**src/rtl/pgw_pkg.sv**
```systemverilog
package pgw_pkg;
  localparam int FLAG_PRESENT  = 0;
  localparam int FLAG_WRITABLE = 1;
  localparam int FLAG_SUPER    = 2;
  localparam int FLAG_ACCESSED = 5;
  localparam int FLAG_DIRTY    = 6;

  typedef enum logic [2:0] {
    WS_IDLE,
    WS_RD_DIR,
    WS_WR_DIR,
    WS_RD_TBL,
    WS_WR_TBL
  } walk_state_t;
endpackage

```
**src/rtl/pgw_entry_addr.sv**
```systemverilog
module pgw_entry_addr #(
  parameter int ADDR_W = 32,
  parameter int OFF_W  = 12,
  parameter int IDX_W  = 10
) (
  input  logic [ADDR_W-1:0] base_word,
  input  logic [IDX_W-1:0]  index,
  output logic [ADDR_W-1:0] entry_addr
);
  localparam int ENT_SHIFT = 2;
  localparam int PAD_W     = ADDR_W - IDX_W - ENT_SHIFT;

  logic [ADDR_W-1:0] aligned_base;
  logic [ADDR_W-1:0] scaled_idx;

  assign aligned_base = {base_word[ADDR_W-1:OFF_W], {OFF_W{1'b0}}};
  assign scaled_idx   = {{PAD_W{1'b0}}, index, {ENT_SHIFT{1'b0}}};
  assign entry_addr   = aligned_base | scaled_idx;
endmodule

```
**src/rtl/pgw_rights.sv**
```systemverilog
module pgw_rights #(
  parameter int ENT_W = 32
) (
  input  logic [ENT_W-1:0] dir_ent,
  input  logic [ENT_W-1:0] tbl_ent,
  input  logic             is_user,
  input  logic             is_write,
  output logic             allow
);
  import pgw_pkg::*;

  logic super_only;
  logic read_only;

  always_comb begin
    super_only = dir_ent[FLAG_SUPER] | tbl_ent[FLAG_SUPER];
    read_only  = ~(dir_ent[FLAG_WRITABLE] & tbl_ent[FLAG_WRITABLE]);
    allow      = 1'b1;
    if (is_user && super_only) allow = 1'b0;
    if (is_user && is_write && read_only) allow = 1'b0;
  end
endmodule

```
**src/rtl/pgw_flag_upd.sv**
```systemverilog
module pgw_flag_upd #(
  parameter int ENT_W = 32,
  parameter bit LEAF  = 1'b0
) (
  input  logic [ENT_W-1:0] cur_ent,
  input  logic             is_write,
  output logic [ENT_W-1:0] new_ent,
  output logic             needs_wb
);
  import pgw_pkg::*;

  logic [ENT_W-1:0] set_mask;

  generate
    if (LEAF) begin : g_leaf
      always_comb begin
        set_mask = '0;
        set_mask[FLAG_ACCESSED] = 1'b1;
        set_mask[FLAG_DIRTY]    = is_write;
      end
    end else begin : g_dir
      always_comb begin
        set_mask = '0;
        set_mask[FLAG_ACCESSED] = 1'b1;
      end
    end
  endgenerate

  assign new_ent  = cur_ent | set_mask;
  assign needs_wb = (new_ent != cur_ent);
endmodule

```
**src/rtl/pgw_top.sv**
```systemverilog
module pgw_top #(
  parameter int ADDR_W = 32,
  parameter int OFF_W  = 12,
  parameter int IDX_W  = 10
) (
  input  logic              clk,
  input  logic              rst,
  input  logic              start,
  input  logic [ADDR_W-1:0] lin_addr,
  input  logic              acc_write,
  input  logic              acc_user,
  input  logic [ADDR_W-1:0] root,
  input  logic              pg_en,
  output logic              busy,
  output logic              done,
  output logic              fault,
  output logic [ADDR_W-1:0] phys_addr,
  output logic [ADDR_W-1:0] fault_lin,
  output logic              mem_req,
  output logic              mem_we,
  output logic [ADDR_W-1:0] mem_addr,
  output logic [ADDR_W-1:0] mem_wdata,
  input  logic              mem_ack,
  input  logic [ADDR_W-1:0] mem_rdata
);
  import pgw_pkg::*;

  localparam int TBL_LSB = OFF_W;
  localparam int DIR_LSB = OFF_W + IDX_W;

  walk_state_t       st;
  logic [ADDR_W-1:0] lin_q;
  logic              wr_q;
  logic              usr_q;
  logic [ADDR_W-1:0] dir_q;
  logic [ADDR_W-1:0] tbl_q;

  logic [ADDR_W-1:0] dir_addr;
  logic [ADDR_W-1:0] tbl_addr;
  logic [ADDR_W-1:0] tbl_base;
  logic [ADDR_W-1:0] dir_new;
  logic              dir_wb;
  logic [ADDR_W-1:0] tbl_new;
  logic              tbl_wb;
  logic              rights_ok;

  assign tbl_base = (st == WS_RD_DIR) ? mem_rdata : dir_q;

  pgw_entry_addr #(.ADDR_W(ADDR_W), .OFF_W(OFF_W), .IDX_W(IDX_W)) u_dir_addr (
    .base_word  (root),
    .index      (lin_addr[DIR_LSB +: IDX_W]),
    .entry_addr (dir_addr)
  );

  pgw_entry_addr #(.ADDR_W(ADDR_W), .OFF_W(OFF_W), .IDX_W(IDX_W)) u_tbl_addr (
    .base_word  (tbl_base),
    .index      (lin_q[TBL_LSB +: IDX_W]),
    .entry_addr (tbl_addr)
  );

  pgw_flag_upd #(.ENT_W(ADDR_W), .LEAF(1'b0)) u_dir_upd (
    .cur_ent  (mem_rdata),
    .is_write (wr_q),
    .new_ent  (dir_new),
    .needs_wb (dir_wb)
  );

  pgw_flag_upd #(.ENT_W(ADDR_W), .LEAF(1'b1)) u_tbl_upd (
    .cur_ent  (mem_rdata),
    .is_write (wr_q),
    .new_ent  (tbl_new),
    .needs_wb (tbl_wb)
  );

  pgw_rights #(.ENT_W(ADDR_W)) u_rights (
    .dir_ent  (dir_q),
    .tbl_ent  (mem_rdata),
    .is_user  (usr_q),
    .is_write (wr_q),
    .allow    (rights_ok)
  );

  assign busy = (st != WS_IDLE);

  always_ff @(posedge clk) begin
    if (rst) begin
      st        <= WS_IDLE;
      lin_q     <= '0;
      wr_q      <= 1'b0;
      usr_q     <= 1'b0;
      dir_q     <= '0;
      tbl_q     <= '0;
      done      <= 1'b0;
      fault     <= 1'b0;
      phys_addr <= '0;
      fault_lin <= '0;
      mem_req   <= 1'b0;
      mem_we    <= 1'b0;
      mem_addr  <= '0;
      mem_wdata <= '0;
    end else begin
      done  <= 1'b0;
      fault <= 1'b0;
      case (st)
        WS_IDLE: begin
          if (start) begin
            lin_q <= lin_addr;
            wr_q  <= acc_write;
            usr_q <= acc_user;
            if (!pg_en) begin
              done      <= 1'b1;
              phys_addr <= lin_addr;
            end else begin
              st       <= WS_RD_DIR;
              mem_req  <= 1'b1;
              mem_we   <= 1'b0;
              mem_addr <= dir_addr;
            end
          end
        end
        WS_RD_DIR: begin
          if (mem_ack) begin
            dir_q <= mem_rdata;
            if (!mem_rdata[FLAG_PRESENT]) begin
              st        <= WS_IDLE;
              mem_req   <= 1'b0;
              mem_we    <= 1'b0;
              done      <= 1'b1;
              fault     <= 1'b1;
              fault_lin <= lin_q;
            end else if (dir_wb) begin
              st        <= WS_WR_DIR;
              dir_q     <= dir_new;
              mem_we    <= 1'b1;
              mem_wdata <= dir_new;
            end else begin
              st       <= WS_RD_TBL;
              mem_we   <= 1'b0;
              mem_addr <= tbl_addr;
            end
          end
        end
        WS_WR_DIR: begin
          if (mem_ack) begin
            st       <= WS_RD_TBL;
            mem_we   <= 1'b0;
            mem_addr <= tbl_addr;
          end
        end
        WS_RD_TBL: begin
          if (mem_ack) begin
            tbl_q <= mem_rdata;
            if (!mem_rdata[FLAG_PRESENT] || !rights_ok) begin
              st        <= WS_IDLE;
              mem_req   <= 1'b0;
              mem_we    <= 1'b0;
              done      <= 1'b1;
              fault     <= 1'b1;
              fault_lin <= lin_q;
            end else if (tbl_wb) begin
              st        <= WS_WR_TBL;
              tbl_q     <= tbl_new;
              mem_we    <= 1'b1;
              mem_wdata <= tbl_new;
            end else begin
              st        <= WS_IDLE;
              mem_req   <= 1'b0;
              done      <= 1'b1;
              phys_addr <= {mem_rdata[ADDR_W-1:OFF_W], lin_q[OFF_W-1:0]};
            end
          end
        end
        WS_WR_TBL: begin
          if (mem_ack) begin
            st        <= WS_IDLE;
            mem_req   <= 1'b0;
            mem_we    <= 1'b0;
            done      <= 1'b1;
            phys_addr <= {tbl_q[ADDR_W-1:OFF_W], lin_q[OFF_W-1:0]};
          end
        end
        default: begin
          st      <= WS_IDLE;
          mem_req <= 1'b0;
        end
      endcase
    end
  end
endmodule

```
**config.mk**
```make
export PLATFORM = sky130hd
export DESIGN_NAME = pgw_top
export DESIGN_NICKNAME = d
export VERILOG_FILES = /design/src/rtl/pgw_pkg.sv /design/src/rtl/pgw_entry_addr.sv /design/src/rtl/pgw_rights.sv /design/src/rtl/pgw_flag_upd.sv /design/src/rtl/pgw_top.sv
export SDC_FILE = /design/constraint.sdc
export NUM_CORES = 1
export LEC_CHECK = 0
export ABC_AREA = 1
export BUFFER_PORTS_ARGS = -buffer_cell sky130_fd_sc_hd__buf_4
export CORE_MARGIN = 2
export CORE_UTILIZATION = 50
export CTS_BUF_LIST = sky130_fd_sc_hd__clkbuf_8
export CTS_CLUSTER_SIZE = 16
export DETAILED_ROUTE_END_ITERATION = 6
export GPL_TIMING_DRIVEN = 0
export MAX_ROUTING_LAYER = met4
export PLACE_DENSITY_LB_ADDON = 0.3
export SLEW_MARGIN = 20
export SYNTH_ARGS = -nofsm -noshare
export SYNTH_HDL_FRONTEND = slang
export SYNTH_SLANG_ARGS = --single-unit
```
**constraint.sdc**
```tcl
create_clock -name clk -period 1.72 [get_ports clk]
set_input_delay 0.344 -clock clk [delete_from_list [all_inputs] [get_ports clk]]
set_output_delay 0.344 -clock clk [all_outputs]
set_load 0.03 [all_outputs]
```
==> impl_metrics.py <==
metrics = {
    "clock_network": {
        "clk_path_buf_depth": 3,
        "worst_skew_pair.late_latency_ps": 520,
        "cts_inserted_buffers": 36,
        "clock-sinks": 209,
        "clock_tree.root_cell": "sky130_fd_sc_hd__clkbuf_8",
        "clk_pin_slew_worst_paths_ps": 60,
        "h_tree_depth": 2,
        "tritoncts": "built",
    },
    "logic_synthesis": {
        "syn_warnings": 0,
        "asyncSetResetFlopFracSynth_pct": 0,
        "ys_dominant_reg_cell": "sky130_fd_sc_hd__dfxtp_1",
        "synth_cell_type_count": 28,
        "postSynthRegisterBits": 209,
        "seq_area_frac_synth_pct": 46.0,
        "syn_area_mm2": 0.00909,
        "postSynthCellCount": 1331,
        "synth_area_per_cell_um2": 6.83,
        "synth_enable_flop_cells": 0,
    },
    "placement": {
        "finalWeightedCongestion": 0.923,
        "dpl_cell_area_mm2": 0.0110,
        "numPortBuffers": 221,
        "dp_hpwl_um": 20800,
        "post-place-ws_ps": -405,
    },
    "global_routing": {
        "first_pass_grt_wire_length_um": 43700,
        "number_of_antenna_violations_at_the_first_check_in_global_routing": 0,
        "groute.usage.overall_pct": 28.5,
        "pin_count_of_the_biggest_net_entering_global_routing": 11,
        "first_global_vias": 8772,
        "global_route_congestion_overflow_total": 0,
    },
    "die": {
        "fp-row-count": 49,
        "die_width_um": 139,
        "chipHeight_um": 139,
        "num_io_pins": 236,
        "core_mm2": 0.0179,
        "initial_utilization_pct": 50.8,
        "die_footprint_mm2": 0.0193,
    },
    "power_and_ir_drop": {
        "power.ir.vdd_worst_uv": 1100,
        "static-leakage-power_nw": 5.84,
        "power_density_mw_per_mm2": 1640,
    },
    "routing": {
        "ant_nets": 0,
        "wl_um": 27700,
        "vias_per_cell": 5.09,
        "number_of_iterations_in_the_first_detailed_routing_pass": 5,
        "wire_per_inst_um": 14.9,
        "drt_iter0_markers": 713,
        "drt_drc_violations_left": 0,
        "routed_via_count": 9416,
    },
    "worst_setup_path": {
        "crit_buf_inv": 2,
        "cp_cell_sequence": "inv_2, nor2_2, nand2_2, nand2_4, clkbuf_4, nand3_1, nand2_1, nand2_1, nand2_1, nor2_1",
        "cp_slowest_cell": "sky130_fd_sc_hd__dfxtp_2",
        "regToRegStartpoint": "st[0]",
        "setup.worst_path.end_class": "register",
        "worst_ep_arrival_time_ps": 2120,
        "ff2ff_path_depth": 10,
        "critical_path.top_delay_family": "simple AND/OR/NAND/NOR gates",
        "worstReg2RegEnd": "mem_addr[29]",
        "timing.critical_path.from_type": "register",
        "critical-path-top-cell-by-count": "sky130_fd_sc_hd__nand2_1",
        "cp_data_required_time_ps": 2130,
        "criticalPathCategory": "reg -> reg",
        "regToRegSetupSlack_ps": 10,
        "crit_path_max_fanout": 10,
        "max_stage_delay_ps": 420,
    },
    "cells_and_area": {
        "share_of_final_layout_standard_cells_stronger_than_drive_strength_1_pct": 23.5,
        "mostFrequentLayoutCells": "sky130_fd_sc_hd__nand2_1 (305), sky130_fd_sc_hd__nor2_1 (254), sky130_fd_sc_hd__buf_4 (236), sky130_fd_sc_hd__dfxtp_1 (207), sky130_fd_sc_hd__inv_1 (125)",
        "stdcell_area_mm2": 0.0119,
        "core_utilization_of_the_finished_layout_pct": 66.7,
        "final_common_cell": "sky130_fd_sc_hd__nand2_1",
        "areaGrowthSynthToFinish_pct": 31.4,
        "antenna-diode-count": 0,
        "nets": 1700,
    },
    "sta": {
        "setup-violations-final": 0,
        "rsz_0062_raised_after_global_routing": "true",
        "fin_crit_sh_pct": 99.2,
        "clock.fmax_mhz": 586,
        "drv_slew": 0,
        "slew-limit-headroom_pct": 49.4,
        "tightest_slew_ps": 759,
        "fin_hold_ws_ps": 94.6,
        "clock_skew_ps": 11.5,
        "final_hold_viol_count": 0,
        "final.min_clock_period_ps": 1710,
        "layout_setup_ws_ps": 13.3,
    },
    "worst_hold_path": {
        "min_from": "mem_rdata[1]",
        "holdPathStages": 3,
        "holdPathEnd": "dir_q[1]",
        "hold_class": "in -> reg",
    },
    "outcome": {
        "outcome": "complete, no violations",
    },
    "flow_run": {
        "drv.max_cap_violation_count": 0,
    },
}
-- layer usage --
layer | vias up | share of wire, % | track usage (%)
met4 | 0 | 2.7 | 9.36
met2 | 388 | 47 | 45.5
met5 | - | 0 | -
met1 | 4234 | 42 | 37.0
met3 | 63 | 8.8 | 4.70
li1 | 4731 | - | -
-- metrics by stage --
stage	instances	total power (W)	setup TNS [ps]
floorplan	1332	0.0122	0
global placement	1782	0.0148	-23250
detailed placement	1782	0.0150	-26740
CTS	1847	0.0194	0
global route	1850	0.0208	-158
finish	1850	0.0196	0
-- worst max-delay path by stage --
stage / startpoint / end / slack (ps) / depth (start not counted)
after floorplan: st[1] / phys_addr[12] / 270 / 10
after global placement: rst / mem_wdata[29] / -400 / 6
after detailed placement: rst / mem_wdata[29] / -410 / 6
after CTS: st[1] / busy / 0.7 / 4
after global routing: st[0] / mem_addr[29] / -50 / 10
final: st[0] / mem_addr[29] / 10 / 10
-- Yosys cell counts, types with 2 or more instances --
| cell type | n | area [µm²] |
|---|---|---|
| sky130_fd_sc_hd__dfxtp_1 | 209 | 4180 |
| sky130_fd_sc_hd__nor2_2 | 4 | 25.0 |
| sky130_fd_sc_hd__nand3b_1 | 8 | 60.1 |
| sky130_fd_sc_hd__buf_1 | 8 | 30.0 |
| sky130_fd_sc_hd__nor2_1 | 258 | 968 |
| sky130_fd_sc_hd__o21ai_0 | 79 | 395 |
| sky130_fd_sc_hd__nand3_1 | 66 | 330 |
| sky130_fd_sc_hd__inv_1 | 109 | 409 |
| sky130_fd_sc_hd__clkbuf_1 | 38 | 143 |
| sky130_fd_sc_hd__or2_2 | 10 | 62.6 |
| sky130_fd_sc_hd__buf_2 | 36 | 180 |
| sky130_fd_sc_hd__inv_2 | 10 | 37.5 |
| sky130_fd_sc_hd__buf_4 | 6 | 45.0 |
| sky130_fd_sc_hd__a211oi_1 | 30 | 225 |
| sky130_fd_sc_hd__nand2_1 | 313 | 1170 |
| sky130_fd_sc_hd__o211ai_1 | 11 | 82.6 |
| sky130_fd_sc_hd__o21ai_1 | 29 | 145 |
| sky130_fd_sc_hd__nand2_2 | 2 | 12.5 |
| sky130_fd_sc_hd__nor2_4 | 4 | 45.0 |
| sky130_fd_sc_hd__or2_1 | 10 | 62.6 |
| sky130_fd_sc_hd__a21oi_1 | 84 | 420 |
-- kinds of logic after synthesis --
family / Yosys count / synth area share, %
and+or+nand+nor: 678 / 30.5
AOI/OAI and AO/OA: 235 / 14.1
DFF: 209 / 46.0
buffers and inverters: 208 / 9.33
other: 1 / 0.0413
-- power breakdown --
group          switching [W]  internal, W
clock network        0.00197      0.00236
registers           0.000668      0.00604
logic                0.00554      0.00306
-- worst register-to-register path, cell delays in order (launching register included) --
cell and delay [ps]:
sky130_fd_sc_hd__dfxtp_2 420, sky130_fd_sc_hd__inv_2 80, sky130_fd_sc_hd__nor2_2 220, sky130_fd_sc_hd__nand2_2 130
sky130_fd_sc_hd__nand2_4 130, sky130_fd_sc_hd__clkbuf_4 230, sky130_fd_sc_hd__nand3_1 140, sky130_fd_sc_hd__nand2_1 90
sky130_fd_sc_hd__nand2_1 50, sky130_fd_sc_hd__nand2_1 60, sky130_fd_sc_hd__nor2_1 40
-- registers in the layout, indices dropped and copies added, names as in the netlist, 3 cells and up --
signal and cells:
fault_lin 32, mem_wdata 32, phys_addr 32, dir_q 22
st 3, mem_addr 30, lin_q 32, tbl_q 20
-- layout make-up --
cell class,count,area (µm²)
tap,229,287
buffer,88,462
clock buffer,42,578
inverter,120,455
fill,1672,5960
clock inverter,20,105
multi-input combinational,915,4150
sequential,209,4190
timing repair buffer,227,1720
-- timing repair --
action	CTS	global route
pin swaps	2	8
hold buffers	0	0
buffers inserted	3	3
endpoints found under the setup margin	133	152
hold endpoints to repair	0	0
resized for setup	23	53
Power figures use the tool's default switching activity.
